$ cat src/rtl/ser3_pkg.sv
package ser3_pkg;

    localparam int ADDR_W = 14;
    localparam int BYTE_W = 8;
    localparam int HI_W   = ADDR_W - BYTE_W;
    localparam int CNT_W  = $clog2(BYTE_W);

    typedef enum logic [2:0] {
        ST_IDLE,
        ST_AHI,
        ST_ALO,
        ST_WR,
        ST_RD
    } ser3_state_e;

    typedef struct packed {
        logic              wr;
        logic              rd;
        logic [ADDR_W-1:0] addr;
        logic [BYTE_W-1:0] data;
    } ser3_req_t;

    function automatic logic [ADDR_W-1:0] join_addr(
        input logic [HI_W-1:0]   hi,
        input logic [BYTE_W-1:0] lo
    );
        return {hi, lo};
    endfunction

endpackage

$ cat src/rtl/ser3_sync.sv
module ser3_sync #(
    parameter int WIDTH             = 3,
    parameter int STAGES            = 2,
    parameter logic [WIDTH-1:0] RST_VAL = '0
) (
    input  logic             clk,
    input  logic             rst,
    input  logic [WIDTH-1:0] d_i,
    output logic [WIDTH-1:0] q_o
);

    logic [WIDTH-1:0] stage_q [STAGES];

    for (genvar s = 0; s < STAGES; s++) begin : g_stage
        if (s == 0) begin : g_first
            always_ff @(posedge clk) begin
                if (rst) stage_q[s] <= RST_VAL;
                else     stage_q[s] <= d_i;
            end
        end else begin : g_next
            always_ff @(posedge clk) begin
                if (rst) stage_q[s] <= RST_VAL;
                else     stage_q[s] <= stage_q[s-1];
            end
        end
    end

    assign q_o = stage_q[STAGES-1];

endmodule

$ cat src/rtl/ser3_edge.sv
module ser3_edge #(
    parameter bit   RISING  = 1'b1,
    parameter logic IDLE_LV = 1'b1
) (
    input  logic clk,
    input  logic rst,
    input  logic lvl_i,
    output logic hit_o
);

    logic prev_q;

    always_ff @(posedge clk) begin
        if (rst) prev_q <= IDLE_LV;
        else     prev_q <= lvl_i;
    end

    if (RISING) begin : g_rise
        assign hit_o = lvl_i & ~prev_q;
    end else begin : g_fall
        assign hit_o = ~lvl_i & prev_q;
    end

endmodule

$ cat src/rtl/ser3_ctrl.sv
module ser3_ctrl
    import ser3_pkg::*;
(
    input  logic              clk,
    input  logic              rst,
    input  logic              sel_s_i,
    input  logic              sel_fall_i,
    input  logic              sck_rise_i,
    input  logic              sck_fall_i,
    input  logic              sda_s_i,
    input  logic [BYTE_W-1:0] rdata_i,
    output ser3_req_t         req_o,
    output logic              sda_o,
    output logic              sda_oe_o
);

    localparam logic [CNT_W-1:0] LAST_BIT = CNT_W'(BYTE_W - 1);
    localparam int               RW_POS   = BYTE_W - 1;

    ser3_state_e       state_q;
    logic [BYTE_W-2:0] shift_q;
    logic [CNT_W-1:0]  bit_q;
    logic [HI_W-1:0]   hi_q;
    logic              rw_q;
    logic [ADDR_W-1:0] cur_q;
    logic              load_q;
    logic [BYTE_W-1:0] tx_q;
    logic              sdo_q;
    logic              oe_q;
    ser3_req_t         req_q;

    logic [BYTE_W-1:0] byte_in;
    logic [ADDR_W-1:0] addr_full;

    assign byte_in   = {sda_s_i, shift_q};
    assign addr_full = join_addr(hi_q, byte_in);

    always_ff @(posedge clk) begin
        if (rst) begin
            state_q <= ST_IDLE;
            shift_q <= '0;
            bit_q   <= '0;
            hi_q    <= '0;
            rw_q    <= 1'b0;
            cur_q   <= '0;
            load_q  <= 1'b0;
            tx_q    <= '0;
            sdo_q   <= 1'b0;
            oe_q    <= 1'b0;
            req_q   <= '0;
        end else begin
            req_q.wr <= 1'b0;
            req_q.rd <= 1'b0;
            load_q   <= req_q.rd;

            if (state_q == ST_IDLE && sel_fall_i) begin
                state_q <= ST_AHI;
                bit_q   <= '0;
            end

            if (load_q && state_q == ST_RD) begin
                tx_q  <= rdata_i;
                sdo_q <= rdata_i[0];
                oe_q  <= 1'b1;
            end

            if (sck_fall_i && state_q == ST_RD && bit_q != '0) begin
                sdo_q <= tx_q[bit_q];
            end

            if (sck_rise_i && state_q != ST_IDLE) begin
                shift_q <= byte_in[BYTE_W-1:1];
                bit_q   <= bit_q + 1'b1;
                if (bit_q == LAST_BIT) begin
                    unique case (state_q)
                        ST_AHI: begin
                            hi_q    <= byte_in[HI_W-1:0];
                            rw_q    <= byte_in[RW_POS];
                            state_q <= ST_ALO;
                        end
                        ST_ALO: begin
                            if (rw_q) begin
                                req_q.addr <= addr_full;
                                req_q.rd   <= 1'b1;
                                cur_q      <= addr_full + 1'b1;
                                state_q    <= ST_RD;
                            end else begin
                                cur_q   <= addr_full;
                                state_q <= ST_WR;
                            end
                        end
                        ST_WR: begin
                            req_q.addr <= cur_q;
                            req_q.data <= byte_in;
                            req_q.wr   <= 1'b1;
                            cur_q      <= cur_q + 1'b1;
                        end
                        ST_RD: begin
                            req_q.addr <= cur_q;
                            req_q.rd   <= 1'b1;
                            cur_q      <= cur_q + 1'b1;
                        end
                        default: state_q <= ST_IDLE;
                    endcase
                end
            end

            if (sel_s_i) begin
                state_q <= ST_IDLE;
                oe_q    <= 1'b0;
                bit_q   <= '0;
                load_q  <= 1'b0;
            end
        end
    end

    assign req_o    = req_q;
    assign sda_o    = sdo_q;
    assign sda_oe_o = oe_q;

    // a write strobe lasts exactly one cycle
    a_r4_wr_pulse: assert property (@(posedge clk) disable iff (rst)
        req_q.wr |=> !req_q.wr);

    // the line is only taken over after a fetch has returned
    a_r5_oe_after_fetch: assert property (@(posedge clk) disable iff (rst)
        $rose(oe_q) |-> $past(req_q.rd, 2));

    // driving stops once select is seen high
    a_r7_oe_release: assert property (@(posedge clk) disable iff (rst)
        sel_s_i |=> !oe_q);

    // driving holds while select stays low
    a_r7_oe_hold: assert property (@(posedge clk) disable iff (rst)
        (oe_q && !sel_s_i) |=> oe_q);

    // no strobe follows an idle cycle
    a_r9_idle_quiet: assert property (@(posedge clk) disable iff (rst)
        (state_q == ST_IDLE) |=> !(req_q.wr || req_q.rd));

    // never drive the line while writing
    a_r10_wr_not_driven: assert property (@(posedge clk) disable iff (rst)
        req_q.wr |-> !oe_q);

endmodule

$ cat src/rtl/ser3_port.sv
module ser3_port
    import ser3_pkg::*;
#(
    parameter int SYNC_STAGES = 2
) (
    input  logic              clk,
    input  logic              rst,
    input  logic              sel_n_i,
    input  logic              sck_i,
    input  logic              sda_i,
    output logic              sda_o,
    output logic              sda_oe_o,
    output logic [ADDR_W-1:0] mem_addr_o,
    output logic              mem_wr_o,
    output logic [BYTE_W-1:0] mem_wdata_o,
    output logic              mem_rd_o,
    input  logic [BYTE_W-1:0] mem_rdata_i
);

    localparam int PIN_N = 3;

    logic [PIN_N-1:0] pins_s;
    logic             sel_s, sck_s, sda_s;
    logic             sel_fall, sck_rise, sck_fall;
    ser3_req_t        req;

    ser3_sync #(
        .WIDTH  (PIN_N),
        .STAGES (SYNC_STAGES),
        .RST_VAL(3'b110)
    ) u_sync (
        .clk(clk),
        .rst(rst),
        .d_i({sel_n_i, sck_i, sda_i}),
        .q_o(pins_s)
    );

    assign {sel_s, sck_s, sda_s} = pins_s;

    ser3_edge #(.RISING(1'b0), .IDLE_LV(1'b1)) u_sel_fall (
        .clk(clk), .rst(rst), .lvl_i(sel_s), .hit_o(sel_fall));

    ser3_edge #(.RISING(1'b1), .IDLE_LV(1'b1)) u_sck_rise (
        .clk(clk), .rst(rst), .lvl_i(sck_s), .hit_o(sck_rise));

    ser3_edge #(.RISING(1'b0), .IDLE_LV(1'b1)) u_sck_fall (
        .clk(clk), .rst(rst), .lvl_i(sck_s), .hit_o(sck_fall));

    ser3_ctrl u_ctrl (
        .clk       (clk),
        .rst       (rst),
        .sel_s_i   (sel_s),
        .sel_fall_i(sel_fall),
        .sck_rise_i(sck_rise),
        .sck_fall_i(sck_fall),
        .sda_s_i   (sda_s),
        .rdata_i   (mem_rdata_i),
        .req_o     (req),
        .sda_o     (sda_o),
        .sda_oe_o  (sda_oe_o)
    );

    assign mem_addr_o  = req.addr;
    assign mem_wr_o    = req.wr;
    assign mem_rd_o    = req.rd;
    assign mem_wdata_o = req.data;

endmodule

$ cat config.mk
export PLATFORM = sky130hd
export DESIGN_NAME = ser3_port
export DESIGN_NICKNAME = d
export VERILOG_FILES = /design/src/rtl/ser3_pkg.sv /design/src/rtl/ser3_sync.sv /design/src/rtl/ser3_edge.sv /design/src/rtl/ser3_ctrl.sv /design/src/rtl/ser3_port.sv
export SDC_FILE = /design/constraint.sdc
export NUM_CORES = 1
export LEC_CHECK = 0
export ABC_AREA = 1
export BUFFER_PORTS_ARGS = -buffer_cell sky130_fd_sc_hd__buf_4
export CORE_ASPECT_RATIO = 0.8
export CORE_UTILIZATION = 50
export CTS_BUF_LIST = sky130_fd_sc_hd__clkbuf_4 sky130_fd_sc_hd__clkbuf_8 sky130_fd_sc_hd__clkbuf_16
export CTS_CLUSTER_DIAMETER = 80
export CTS_CLUSTER_SIZE = 8
export DETAILED_ROUTE_END_ITERATION = 16
export GPL_TIMING_DRIVEN = 0
export MAX_ROUTING_LAYER = met4
export PLACE_DENSITY = 0.67
export SETUP_SLACK_MARGIN = 0.2
export SYNTH_ARGS = -nofsm -noshare
export SYNTH_HDL_FRONTEND = slang
export SYNTH_HIERARCHICAL = 1
export SYNTH_SLANG_ARGS = --single-unit
$ cat constraint.sdc
create_clock -name clk -period 4 [get_ports clk]
set_clock_uncertainty 0.15 [all_clocks]
set_input_delay 1.2 -clock clk [delete_from_list [all_inputs] [get_ports clk]]
set_output_delay 1.2 -clock clk [all_outputs]
set_load 0.02 [all_outputs]
# Yosys cells after proc, flatten, opt, wreduce, memory -nomap -nowiden
# Memories as Yosys holds them, arrays and structs flattened.
# Index checks and enable logic that the tools add are counted.
# totals
ff_bits,71
mem_bits_rw,6
inputBits,13
out_inout_bits,26
word_cells,77
mem_count,1
# classes
add_sub_neg,3
n_lt_le_gt_ge,1
eq_ne,6
muxes,22
bitwise,10
reduce_logical,18
# memory_table
name,depth,word_bits,rd,rd_clocked_by_memory_dff,wr,line,source
u_sync.stage_q,2,3,2,0,2,ser3_sync.sv:12,logic [WIDTH-1:0] stage_q [STAGES];
# op_table
cell,count
$pmux W14 S2,2
$add A14 B1 Y14 const B,2
$mux W3,8
$mux W15,1
$mux W14,1
$pmux W3 S3,1
$reduce_and A3 Y1,3
$mux W1,7
$eq A3 B2 Y1 const B,2
$eq A3 B3 Y1 const B,2
$reduce_bool A2 Y1,3
$reduce_bool A3 Y1,2
$logic_and A1 B1 Y1,5
$not A1 Y1,5
$lt A3 B4 Y1 const B,1
$reduce_and A4 Y1,1
$reduce_or A2 Y1,2
$add A3 B1 Y3 const B,1
$and A1 B1 Y1,3
$bmux W1 S3,1
$eq A3 B1 Y1 const B,1
$logic_not A3 Y1,1
$reduce_or A3 Y1,1
$ne A2 B1 Y1 const B,1
other kinds (2),3

# Logic depth before layout (Yosys ltp)
# depth
ltp_word,7
ltp_mapped,11
ltp_nobuf,11

# Cells and area by module
# The synthesis kept the hierarchy.
# modules_own_cells
mod,instances,cells_per_inst,area_each_um2,seq_area_each_um2
ser3_ctrl,1,520,3583.4,1381.3
ser3_sync,1,19,168.9,120.1
ser3_edge at u_sck_fall ...,2,6,38.8,20.0
ser3_edge at u_sck_rise,1,5,37.5,20.0

# Worst setup path before layout
# OpenSTA, ideal clock, no wires.
# synth_path
path_kind,in2reg
start,in rst
end,reg u_ctrl.cur_q[7]
setup_time_ps,74
arrival_time_ps,1736
required_time_ps,3776
slack_ps,2039
stages,4
path_buffers,1
cell_sequence,inv_1 -> clkbuf_1 -> o21ai_0 -> a31oi_1
# synth_lines
item,line,source
start: declaration,ser3_port.sv:7,"input logic rst,"
end signal: assignment,ser3_ctrl.sv:85,cur_q <= addr_full + 1'b1;
end signal: assignment,ser3_ctrl.sv:88,cur_q <= addr_full;
end signal: assignment,ser3_ctrl.sv:96,cur_q <= cur_q + 1'b1;
end: declaration,ser3_ctrl.sv:25,logic [ADDR_W-1:0] cur_q;

# Worst setup path after layout
# layout_path
start,reg u_ctrl.req_q (netlist bit u_ctrl/req_o[6])
end,out mem_wdata_o[6]
# layout_lines
item,line,source
start: declaration,ser3_ctrl.sv:30,ser3_req_t req_q;
end: declaration,ser3_port.sv:15,"output logic [BYTE_W-1:0] mem_wdata_o,"
# No word-level cell between the ends.

==> impl_metrics.env <==
export IMPL_p_int_w=0.001166
export IMPL_ios=39
export IMPL_clk_insertion_delay_late_ps=360
export IMPL_ys_ff_latch=78
export IMPL_slew_headroom=0.5343
export IMPL_wl_um=10530
export IMPL_synth_largest_area_cell="dfxtp_1"
export IMPL_die_h_um=80.67
export IMPL_port_buffers=38
export IMPL_finalNonFillerCells=715
export IMPL_grt_pass1_vias=3448
export IMPL_yosys_warnings=6
export IMPL_maxCapViolCount=0
export IMPL_detail_route_antenna_nets=0
export IMPL_grt_start_max_net_pins=15
export IMPL_die_width_um=100.3
export IMPL_viasPerCell=5.199
export IMPL_worst_pin_slew_ps=698.6
export IMPL_powerDensity_nw_per_um2=332.7
export IMPL_p_leak_nw=2.015
export IMPL_synthCells=556
export IMPL_yosys_top_cells_area="dfxtp_1 (40%), nand2_1 (9.8%), o21ai_0 (9.7%)"
export IMPL_clock_sinks=78
export IMPL_antenna_found_initial=0
export IMPL_core_sq_um=7427
export IMPL_slew_viol_final=0
export IMPL_final_area_sq_um=4516
export IMPL_dp_cells=699
export IMPL_avgSynthCellArea_sq_um=6.956
export IMPL_cp_arrival_ps=850
export IMPL_post_cts_resized=0
export IMPL_setup_viol=0
export IMPL_nets=624
export IMPL_p_sw_w=0.0003361
export IMPL_hpwl_um=7750
export IMPL_tns_ps=0
export IMPL_placed_area_sq_um=4284
export IMPL_ctsHoldBuffers=0
export IMPL_critPathLaunchType="flip-flop"
export IMPL_worstRegToRegCells=8
export IMPL_cp_required_ps=2650
export IMPL_grt_usage=0.2909
export IMPL_critical_path_max_stage_delay_ps=350
export IMPL_multi_input_area_sq_um=1858
export IMPL_irDropWorstVdd_v=0.0002174
export IMPL_gp_congestion=0.9666
export IMPL_setup_slack_ps=1797
export IMPL_grt_pass1_wl_um=17280
export IMPL_cts_made_buffers=9
export IMPL_die_area_sq_um=8093
export IMPL_cp_end_kind="primary output"
export IMPL_clock_root_buffer="clkbuf_8"
export IMPL_wl_per_cell_um=14.73
export IMPL_cts_tree="built"
export IMPL_drive_above_1_share=0.1525
export IMPL_firstDrtPassIters=6
export IMPL_grt_ovfl_total=0
export IMPL_critPathTopFamily="flip-flops"
export IMPL_reg2reg_slack_ps=2070
export IMPL_crit_chain="buf_4"
export IMPL_insertedDiodeCount=0
export IMPL_rows=28
export IMPL_ys_types=35
export IMPL_finalHoldViolCount=0
export IMPL_min_period_ps=2203
export IMPL_nFillCells=710
export IMPL_seq_area_sq_um=1562
export IMPL_worst_path_buf_inv=1
export IMPL_cp_num_cells=1
export IMPL_finalCritPeriodShare=0.5506
export IMPL_swShare=0.2237
export IMPL_cts_setup_buffers=0
export IMPL_pwr_share_comb=0.026
export IMPL_critPathSlowestCell="dfxtp_1"
export IMPL_outcome="finished clean"
export IMPL_drtIter0Drc=346
export IMPL_initial_core_util=0.5207
export IMPL_synth_net_count=575
export IMPL_seq_area_frac_synth=0.4038
export IMPL_synth_top_area_frac=0.4038
export IMPL_remaining_drc_errors=0
export IMPL_cts_path_max_buffers=2
export IMPL_whs_path_depth=2
export IMPL_crit_type="flip-flop to primary output"
export IMPL_clk_pin_slew_ps=80
export IMPL_power_frac_clock=0.454
export IMPL_mappedNetlistArea_sq_um=3867
export IMPL_rsz0062_at_grt="no"
export IMPL_cts_htree_levels=3
export IMPL_seqPwrFrac=0.520
export IMPL_dr_total_vias=3717
export IMPL_clock_fmax_mhz=454.0
export IMPL_pre_cts_slack_ps=1462
export IMPL_hold_path_class="flip-flop to flip-flop"
export IMPL_synthToLayoutAreaGrowth_pct=16.76
export IMPL_crit_fanout=2
==> power by group through the flow <==
stage | Sequential [W] | Clock [W] | Combinational, W
detailed placement | 0.000800 | 0 | 0.0000383
global placement | 0.000800 | 0 | 0.0000376
CTS | 0.000781 | 0.000697 | 0.0000385
global route | 0.000782 | 0.000725 | 0.0000440
floorplan | 0.000799 | 0 | 0.0000192
finish | 0.000781 | 0.000683 | 0.0000386
==> worst reg2reg max path, cell delays in order (launching register included) <==
cell     delay (ps)
dfxtp_1         440
nand3_1         200
nand2_2         140
buf_6           140
inv_2            50
buf_4           170
o21ai_0         290
o21ai_0         150
nor2_1          120
==> synthesized netlist by cell type <==
cell type,instances
nand2_1,101
dfxtp_1,78
o21ai_0,75
nor2_1,74
inv_1,63
a21oi_1,46
nand3_1,39
buf_6,9
clkbuf_1,7
nand4_1,7
ha_1,6
nor2_2,5
buf_2,4
buf_4,4
inv_2,4
nand2_2,4
o211ai_1,3
xor2_1,3
a31oi_1,2
and2_1,2
nand2_4,2
nor2_8,2
nor3_1,2
o21ai_1,2
or2_2,2
a211oi_1,1
a21o_1,1
a311oi_1,1
buf_1,1
clkinv_4,1
inv_4,1
nand3b_1,1
nor3_2,1
o21a_1,1
o31ai_1,1
==> cell type report <==
type / count / share of cell area
tap: 105 / 0.02909
multi-input combinational: 384 / 0.4115
timing repair buffer: 38 / 0.06318
inverter: 69 / 0.05902
clock buffer: 10 / 0.03048
buffer: 25 / 0.04018
clock inverter: 6 / 0.02078
sequential: 78 / 0.3458
==> layout by cell type, fill, tap and decap left out, drive strengths merged, types with 2 or more instances in the layout <==
| cell type | synthesis | final |
|---|---|---|
| a21oi | 46 | 46 |
| a31oi | 2 | 2 |
| and2 | 2 | 2 |
| buf | 18 | 56 |
| bufinv | 0 | 2 |
| clkbuf | 7 | 17 |
| clkinv | 1 | 3 |
| dfxtp | 78 | 78 |
| ha | 6 | 6 |
| inv | 68 | 69 |
| nand2 | 107 | 107 |
| nand3 | 39 | 39 |
| nand4 | 7 | 7 |
| nor2 | 81 | 81 |
| nor3 | 3 | 3 |
| o211ai | 3 | 3 |
| o21ai | 77 | 77 |
| or2 | 2 | 2 |
| xor2 | 3 | 3 |
==> metrics by stage <==
step                      utilization   power, W  hold WS, ps
final                          0.6080   0.001503        259.2
after global routing           0.6080   0.001551        279.4
after CTS                      0.6080   0.001517        263.8
after detailed placement       0.5768  0.0008380        244.5
after global placement         0.5768  0.0008373        243.5
after floorplan                     -  0.0008182        229.5
==> kinds of logic (layout without fill, tap and decap cells) <==
kind of cell,after synthesis,count (layout),share of synthesized area
flip-flops,78,78,0.4038
buffers and inverters,94,148,0.1158
AO/OA/AOI/OAI,133,133,0.1783
AND/OR/NAND/NOR,242,242,0.2760
adder cells (fa/ha/maj),6,6,0.01941
XOR/XNOR,3,3,0.006795
==> final timing paths <==
path	from	to
worst min register to register	u_sync/stage_q[0][0]$_SDFF_PP0_	u_sync/stage_q[1][0]$_SDFF_PP0_
worst max register to register	u_ctrl/state_q[0]$_SDFF_PP0_	u_ctrl/req_o[13]$_SDFFE_PP0P_
worst min-delay path	u_sync/stage_q[0][0]$_SDFF_PP0_	u_sync/stage_q[1][0]$_SDFF_PP0_
worst max-delay path	u_ctrl/req_o[6]$_SDFFE_PP0P_	mem_wdata_o[6]
==> registers in the layout (all words and copies together), names as in the netlist <==
name,cells
u_ctrl/bit_q,3
u_ctrl/cur_q,14
u_ctrl/hi_q,6
u_ctrl/load_q,1
u_ctrl/req_o,24
u_ctrl/rw_q,1
u_ctrl/sda_o,1
u_ctrl/sda_oe_o,1
u_ctrl/shift_q,7
u_ctrl/state_q,3
u_ctrl/tx_q,8
u_sck_fall/prev_q,1
u_sck_rise/prev_q,1
u_sel_fall/prev_q,1
u_sync/stage_q,6
==> per-layer routing <==
layer / up-vias / wire, um / track usage
met1: 1688 / 5352 / 0.4107
met2: 128 / 4366 / 0.4219
met3: 8 / 736 / 0.05657
met4: 0 / 75 / 0.07826
met5: - / 0 / -
li1: 1893 / - / -
No activity file was read; power rests on OpenSTA's default activity.
